[src/rtl/rio_pkg.sv]
package rio_pkg;

    typedef enum logic [1:0] {
        ST_IDLE   = 2'd0,
        ST_EXEC   = 2'd1,
        ST_HALTED = 2'd2
    } rio_state_e;

    // register-group select values
    localparam int OP_HLT = 0;
    localparam int OP_SZE = 1;
    localparam int OP_SZA = 2;
    localparam int OP_SNA = 3;
    localparam int OP_SPA = 4;
    localparam int OP_INC = 5;
    localparam int OP_ROL = 6;
    localparam int OP_ROR = 7;
    localparam int OP_CME = 8;
    localparam int OP_CMA = 9;
    localparam int OP_CLE = 10;
    localparam int OP_CLA = 11;

    // io-group one-hot bit positions
    localparam int IO_IEN_OFF = 0;
    localparam int IO_IEN_ON  = 1;
    localparam int IO_SK_OUT  = 2;
    localparam int IO_SK_IN   = 3;
    localparam int IO_PUT     = 4;
    localparam int IO_GET     = 5;

    // flag vector slots
    localparam int FL_IEN = 0;
    localparam int FL_IN  = 1;
    localparam int FL_OUT = 2;
    localparam int NFLAG  = 3;

endpackage

[src/rtl/rio_reg_alu.sv]
module rio_reg_alu
    import rio_pkg::*;
#(
    parameter int DATA_W = 16,
    parameter int SEL_W  = 6
) (
    input  logic [SEL_W-1:0]  sel,
    input  logic [DATA_W-1:0] ac,
    input  logic              e,
    output logic [DATA_W-1:0] ac_n,
    output logic              ac_we,
    output logic              e_n,
    output logic              e_we,
    output logic              skip,
    output logic              halt
);
    localparam int MSB = DATA_W - 1;

    always_comb begin
        ac_n  = ac;
        e_n   = e;
        ac_we = 1'b0;
        e_we  = 1'b0;
        skip  = 1'b0;
        halt  = 1'b0;
        case (sel)
            SEL_W'(OP_HLT): halt = 1'b1;
            SEL_W'(OP_SZE): skip = ~e;
            SEL_W'(OP_SZA): skip = (ac == '0);
            SEL_W'(OP_SNA): skip = ac[MSB];
            SEL_W'(OP_SPA): skip = ~ac[MSB];
            SEL_W'(OP_INC): begin
                ac_n  = ac + DATA_W'(1);
                ac_we = 1'b1;
            end
            SEL_W'(OP_ROL): begin
                ac_n  = {ac[MSB-1:0], e};
                e_n   = ac[MSB];
                ac_we = 1'b1;
                e_we  = 1'b1;
            end
            SEL_W'(OP_ROR): begin
                ac_n  = {e, ac[MSB:1]};
                e_n   = ac[0];
                ac_we = 1'b1;
                e_we  = 1'b1;
            end
            SEL_W'(OP_CME): begin
                e_n  = ~e;
                e_we = 1'b1;
            end
            SEL_W'(OP_CMA): begin
                ac_n  = ~ac;
                ac_we = 1'b1;
            end
            SEL_W'(OP_CLE): begin
                e_n  = 1'b0;
                e_we = 1'b1;
            end
            SEL_W'(OP_CLA): begin
                ac_n  = '0;
                ac_we = 1'b1;
            end
            default: ;
        endcase
    end

endmodule

[src/rtl/rio_io_ops.sv]
module rio_io_ops
    import rio_pkg::*;
#(
    parameter int DATA_W = 16,
    parameter int IO_W   = 8,
    parameter int SEL_W  = 6
) (
    input  logic [SEL_W-1:0]  sel,
    input  logic [IO_W-1:0]   ac_lo,
    input  logic [IO_W-1:0]   in_reg,
    input  logic              fgi,
    input  logic              fgo,
    output logic [DATA_W-1:0] ac_n,
    output logic              ac_we,
    output logic [IO_W-1:0]   out_n,
    output logic              out_we,
    output logic              skip,
    output logic [NFLAG-1:0]  fl_set,
    output logic [NFLAG-1:0]  fl_clr
);
    localparam int PAD_W = DATA_W - IO_W;

    logic one_hot;
    assign one_hot = (sel != '0) && ((sel & (sel - SEL_W'(1))) == '0);

    always_comb begin
        ac_n   = {{PAD_W{1'b0}}, in_reg};
        ac_we  = 1'b0;
        out_n  = ac_lo;
        out_we = 1'b0;
        skip   = 1'b0;
        fl_set = '0;
        fl_clr = '0;
        if (one_hot) begin
            if (sel[IO_IEN_OFF]) fl_clr[FL_IEN] = 1'b1;
            if (sel[IO_IEN_ON])  fl_set[FL_IEN] = 1'b1;
            if (sel[IO_SK_OUT])  skip = fgo;
            if (sel[IO_SK_IN])   skip = fgi;
            if (sel[IO_PUT]) begin
                out_we         = 1'b1;
                fl_clr[FL_OUT] = 1'b1;
            end
            if (sel[IO_GET]) begin
                ac_we         = 1'b1;
                fl_clr[FL_IN] = 1'b1;
            end
        end
    end

endmodule

[src/rtl/rio_flags.sv]
module rio_flags
    import rio_pkg::*;
(
    input  logic             clk,
    input  logic             rst_n,
    input  logic [NFLAG-1:0] set_v,
    input  logic [NFLAG-1:0] clr_v,
    output logic [NFLAG-1:0] q
);
    for (genvar k = 0; k < NFLAG; k++) begin : g_flag
        always_ff @(posedge clk or negedge rst_n) begin
            if (!rst_n)        q[k] <= 1'b0;
            else if (set_v[k]) q[k] <= 1'b1;
            else if (clr_v[k]) q[k] <= 1'b0;
        end
    end

endmodule

[src/rtl/rio_exec_unit.sv]
module rio_exec_unit
    import rio_pkg::*;
#(
    parameter int DATA_W = 16,
    parameter int IO_W   = 8,
    parameter int SEL_W  = 6
) (
    input  logic              clk,
    input  logic              rst_n,
    input  logic              start,
    input  logic [SEL_W-1:0]  sel,
    input  logic              ind,
    input  logic              ac_wr,
    input  logic [DATA_W-1:0] ac_wdata,
    input  logic              e_wr,
    input  logic              e_wdata,
    input  logic              in_strobe,
    input  logic [IO_W-1:0]   in_data,
    input  logic              out_ack,
    output logic [DATA_W-1:0] ac,
    output logic              e,
    output logic              ien,
    output logic              fgi,
    output logic              fgo,
    output logic [IO_W-1:0]   out_data,
    output logic              skip,
    output logic              halt,
    output logic              done
);
    rio_state_e        state_q, state_d;
    logic [SEL_W-1:0]  sel_q;
    logic              ind_q;
    logic [DATA_W-1:0] ac_q;
    logic              e_q;
    logic [IO_W-1:0]   in_q, out_q;
    logic              skip_q, done_q, halt_q;
    logic [NFLAG-1:0]  flags, fl_set, fl_clr;

    logic              take, exec;
    logic [DATA_W-1:0] r_ac_n, i_ac_n;
    logic              r_ac_we, r_e_n, r_e_we, r_skip, r_halt;
    logic              i_ac_we, i_out_we, i_skip;
    logic [IO_W-1:0]   i_out_n;
    logic [NFLAG-1:0]  i_set, i_clr;
    logic              x_ac_we, x_e_we, x_skip, x_halt;
    logic [DATA_W-1:0] x_ac_n;

    assign take = (state_q == ST_IDLE) && start;
    assign exec = (state_q == ST_EXEC);

    rio_reg_alu #(.DATA_W(DATA_W), .SEL_W(SEL_W)) u_alu (
        .sel(sel_q), .ac(ac_q), .e(e_q),
        .ac_n(r_ac_n), .ac_we(r_ac_we), .e_n(r_e_n), .e_we(r_e_we),
        .skip(r_skip), .halt(r_halt)
    );

    rio_io_ops #(.DATA_W(DATA_W), .IO_W(IO_W), .SEL_W(SEL_W)) u_io (
        .sel(sel_q), .ac_lo(ac_q[IO_W-1:0]), .in_reg(in_q),
        .fgi(flags[FL_IN]), .fgo(flags[FL_OUT]),
        .ac_n(i_ac_n), .ac_we(i_ac_we), .out_n(i_out_n), .out_we(i_out_we),
        .skip(i_skip), .fl_set(i_set), .fl_clr(i_clr)
    );

    // group mux, gated by the execute state
    assign x_ac_n  = ind_q ? i_ac_n : r_ac_n;
    assign x_ac_we = exec && (ind_q ? i_ac_we : r_ac_we);
    assign x_e_we  = exec && !ind_q && r_e_we;
    assign x_skip  = ind_q ? i_skip : r_skip;
    assign x_halt  = !ind_q && r_halt;

    // peripheral sets take priority inside rio_flags
    always_comb begin
        fl_set         = (exec && ind_q) ? i_set : '0;
        fl_set[FL_IN]  = fl_set[FL_IN]  | in_strobe;
        fl_set[FL_OUT] = fl_set[FL_OUT] | out_ack;
        fl_clr         = (exec && ind_q) ? i_clr : '0;
        fl_clr[FL_IN]  = fl_clr[FL_IN]  & ~in_strobe;
        fl_clr[FL_OUT] = fl_clr[FL_OUT] & ~out_ack;
    end

    rio_flags u_flags (
        .clk(clk), .rst_n(rst_n), .set_v(fl_set), .clr_v(fl_clr), .q(flags)
    );

    // next-state logic
    always_comb begin
        state_d = state_q;
        unique case (state_q)
            ST_IDLE:   if (start) state_d = ST_EXEC;
            ST_EXEC:   state_d = x_halt ? ST_HALTED : ST_IDLE;
            ST_HALTED: state_d = ST_HALTED;
            default:   state_d = ST_IDLE;
        endcase
    end

    // state register
    always_ff @(posedge clk or negedge rst_n) begin
        if (!rst_n) state_q <= ST_IDLE;
        else        state_q <= state_d;
    end

    // datapath and output registers
    always_ff @(posedge clk or negedge rst_n) begin
        if (!rst_n) begin
            sel_q  <= '0;
            ind_q  <= 1'b0;
            ac_q   <= '0;
            e_q    <= 1'b0;
            in_q   <= '0;
            out_q  <= '0;
            skip_q <= 1'b0;
            done_q <= 1'b0;
            halt_q <= 1'b0;
        end else begin
            if (take) begin
                sel_q <= sel;
                ind_q <= ind;
            end
            if (x_ac_we)    ac_q <= x_ac_n;
            else if (ac_wr) ac_q <= ac_wdata;
            if (x_e_we)     e_q  <= r_e_n;
            else if (e_wr)  e_q  <= e_wdata;
            if (exec && ind_q && i_out_we) out_q <= i_out_n;
            if (in_strobe) in_q <= in_data;
            skip_q <= exec && x_skip;
            done_q <= exec;
            if (exec && x_halt) halt_q <= 1'b1;
        end
    end

    assign ac       = ac_q;
    assign e        = e_q;
    assign ien      = flags[FL_IEN];
    assign fgi      = flags[FL_IN];
    assign fgo      = flags[FL_OUT];
    assign out_data = out_q;
    assign skip     = skip_q;
    assign halt     = halt_q;
    assign done     = done_q;


    done_latency_chk: assert property (@(posedge clk) disable iff (!rst_n)
        take |-> ##2 done);

    done_single_chk: assert property (@(posedge clk) disable iff (!rst_n)
        done |=> !done);

    halt_sticky_chk: assert property (@(posedge clk) disable iff (!rst_n)
        halt |=> halt);

    halted_quiet_chk: assert property (@(posedge clk) disable iff (!rst_n)
        (halt && $past(halt)) |-> !done);

    skip_with_done_chk: assert property (@(posedge clk) disable iff (!rst_n)
        skip |-> done);

    in_ready_chk: assert property (@(posedge clk) disable iff (!rst_n)
        in_strobe |=> fgi);

    out_ready_chk: assert property (@(posedge clk) disable iff (!rst_n)
        out_ack |=> fgo);

endmodule

[config.mk]
export PLATFORM = sky130hd
export DESIGN_NAME = rio_exec_unit
export DESIGN_NICKNAME = d
export VERILOG_FILES = /design/src/rtl/rio_pkg.sv /design/src/rtl/rio_reg_alu.sv /design/src/rtl/rio_io_ops.sv /design/src/rtl/rio_flags.sv /design/src/rtl/rio_exec_unit.sv
export SDC_FILE = /design/constraint.sdc
export NUM_CORES = 1
export LEC_CHECK = 0
export CAP_MARGIN = 20
export CORE_ASPECT_RATIO = 0.6
export CORE_MARGIN = 3
export CORE_UTILIZATION = 34
export CTS_CLUSTER_DIAMETER = 100
export DETAILED_ROUTE_END_ITERATION = 7
export PLACE_DENSITY = 0.54
export REMOVE_ABC_BUFFERS = 1
export SYNTH_ARGS = -nofsm -noshare
export SYNTH_HDL_FRONTEND = slang
export SYNTH_SLANG_ARGS = --single-unit
[constraint.sdc]
create_clock -name clk -period 5 [get_ports clk]
set_clock_uncertainty 0.2 [all_clocks]
set_input_delay 1.5 -clock clk [delete_from_list [all_inputs] [get_ports clk]]
set_output_delay 1.5 -clock clk [all_outputs]
set_load 0.1 [all_outputs]
==> flow_metrics.env <==
export IMPL_ant_nets=0
export IMPL_grt_pass1_wl_um=15400
export IMPL_cts_setup_buffers=0
export IMPL_fin_crit_sh_pct=76.2
export IMPL_holdCritPathClass="reg -> reg"
export IMPL_io_pin_count=70
export IMPL_met2_usage_pct=24.7
export IMPL_ys_seq_area_share_pct=37.6
export IMPL_p_leak_nw=1.64
export IMPL_maxCapViolations=0
export IMPL_diodes=0
export IMPL_final_nets=425
export IMPL_drt_wl_total_um=9750
export IMPL_die_area_um2=10600
export IMPL_die_w_um=131
export IMPL_viasPerCell=5.73
export IMPL_cp_arrival_ns=2.11
export IMPL_grt_use_met3_pct=4.99
export IMPL_fmax_ghz=0.262
export IMPL_crit_path_cell_trace="clkdlybuf4s50_1"
export IMPL_synth_main_ff_cell="dfrtp_1"
export IMPL_avgSynthCellArea_um2=9.41
export IMPL_cts_buffer_depth=2
export IMPL_synth_area_leader_cell="dfrtp_1"
export IMPL_fill_cells=854
export IMPL_cts_buffers_inserted=5
export IMPL_dp_slack_ns=1.51
export IMPL_cp_slowest_cell="clkdlybuf4s50_1"
export IMPL_vdd_ir_drop_worst_mv=0.353
export IMPL_ys_top_cells_by_area="dfrtp_1 (38%), mux2i_1 (9.1%), mux2_2 (7.8%), o21ai_0 (3.1%), clkbuf_1 (2.6%)"
export IMPL_ys_warn_count=0
export IMPL_antenna_found_initial=0
export IMPL_grt_ovfl_total=0
export IMPL_tritoncts="built"
export IMPL_port_buffers=69
export IMPL_critPathKind="reg -> out"
export IMPL_post_route_util_pct=46.0
export IMPL_grt_pass1_vias=2734
export IMPL_synth_top_cell_area_share_pct=37.6
export IMPL_worst_slew_pin_slew_ns=0.986
export IMPL_insertion_delay_ns=0.30
export IMPL_cts_hold_buf=0
export IMPL_outcome="finished, final reports clean"
export IMPL_cp_top_family="buffers and inverters"
export IMPL_synth_commonest_cells="dfrtp_1 (48), mux2i_1 (29), clkbuf_1 (22), mux2_2 (22), o21ai_0 (20)"
export IMPL_post_route_min_period_ns=3.81
export IMPL_drtIter0Drc=307
export IMPL_clock_sinks=48
export IMPL_critPathLaunchType="register"
export IMPL_drv_slew=0
export IMPL_hold_viol_final=0
export IMPL_die_y_um=81.0
export IMPL_rsz0062_at_grt="false"
export IMPL_h_tree_depth=2
export IMPL_place_inst=503
export IMPL_tns_ns=0
export IMPL_vias=2928
export IMPL_synth_edf_count=0
export IMPL_busiest_layer="met1"
export IMPL_ys_types=58
export IMPL_fp_coreArea_um2=8820
export IMPL_setup_ws_ns=1.19
export IMPL_cts_resized=0
export IMPL_cp_max_fo=13
export IMPL_drc=0
export IMPL_grt_util_all_layers_pct=18.9
export IMPL_drtPass1Iterations=5
export IMPL_start_util_pct=36.2
export IMPL_area_growth_syn_to_layout_pct=27.2
export IMPL_layout_drive_gt1_share_pct=11.9
export IMPL_r2r_slack_ns=1.86
export IMPL_rows=26
export IMPL_drt_wirelength_per_cell_um=19.1
export IMPL_grt_max_degree=49
export IMPL_max_stage_delay_ns=1.22
export IMPL_syn_inst=339
export IMPL_cts_root_buf="clkbuf_16"
export IMPL_max_slew_margin_pct=34.1
export IMPL_setup_viol=0
export IMPL_final_cells=511
export IMPL_cp_required_ns=3.30
export IMPL_met1_usage_pct=30.2
export IMPL_syn_area_um2=3190
export IMPL_critPathBufInv=1
export IMPL_synth_most_common_cell="dfrtp_1"
export IMPL_hpwl_um=6880
export IMPL_path_clk_slew_ns=0.07
export IMPL_powerDensity_nw_per_um2=451
export IMPL_async_flop_share_pct=100
export IMPL_endpoint_kind="output port"
export IMPL_fin_hold_ws_ns=0.282
export IMPL_gp_congestion=0.899
export IMPL_ys_ff_latch=48
[worst paths after layout]
kind	endpoint	start	depth (start not counted)
max in group asynchronous	ac[0]	rst_n	2
min in group asynchronous	ac[9]	rst_n	2
min	halt	halt	2
max	ac[3]	ac[3]	1
max reg2reg	ac[15]	sel_q[0]	6
min reg2reg	halt	halt	2
[power by group]
group	total [mW]	switching [mW]	internal (mW)
clock network	0.354	0.155	0.199
logic	0.878	0.607	0.271
registers	0.598	0.137	0.461
total	1.83	0.899	0.931
[cells by family (layout without fill, tap and decap cells)]
| group | Yosys count | count (layout) | synth area share [%] |
|---|---|---|---|
| adders and majority gates | 2 | 2 | 0.784 |
| muxes | 51 | 51 | 16.9 |
| AOI/OAI and AO/OA | 93 | 93 | 20.7 |
| xor gates and xnor gates | 5 | 5 | 1.37 |
| buffers and inverters | 47 | 93 | 6.55 |
| DFF | 48 | 48 | 37.6 |
| and+or+nand+nor | 93 | 93 | 16.1 |
[placed cells by master, fill, tap and decap left out, types with 10 or more instances in the layout]
cell type / instances
o22ai_1: 13
mux2_2: 22
clkdlybuf4s50_1: 68
o21ai_0: 20
nor2_1: 18
nand3_1: 10
a21oi_1: 10
dfrtp_1: 48
nand2_1: 13
inv_1: 11
mux2i_1: 29
[cell type report]
cell class | instances | area, um2 | share of cell area [%]
multi-input combinational | 244 | 1780 | 43.9
tap | 126 | 158 | 3.89
timing repair buffer | 74 | 723 | 17.8
inverter | 11 | 41.3 | 1.02
clock buffer | 6 | 139 | 3.42
clock inverter | 2 | 15.0 | 0.370
sequential | 48 | 1200 | 29.6
[stage by stage]
stage               power (mW)  instance area (um2)
floorplan                 1.22                 3020
global route              1.92                 4060
global placement          1.47                 3900
CTS                       1.84                 4060
finish                    1.83                 4060
detailed placement        1.48                 3900
[registers in the layout, indices dropped and copies added, names as in the netlist]
register / count
ac: 16
skip: 1
e: 1
ind_q: 1
sel_q: 6
done: 1
halt: 1
out_data: 8
state_q: 2
u_flags.q: 3
in_q: 8
[per-layer routing]
layer / vias to the layer above / wire length (um)
met4: 0 / 93
li1: 1370 / -
met5: - / 0
met2: 140 / 3780
met3: 9 / 921
met1: 1409 / 4960
No activity file was read; power rests on OpenSTA's default activity.
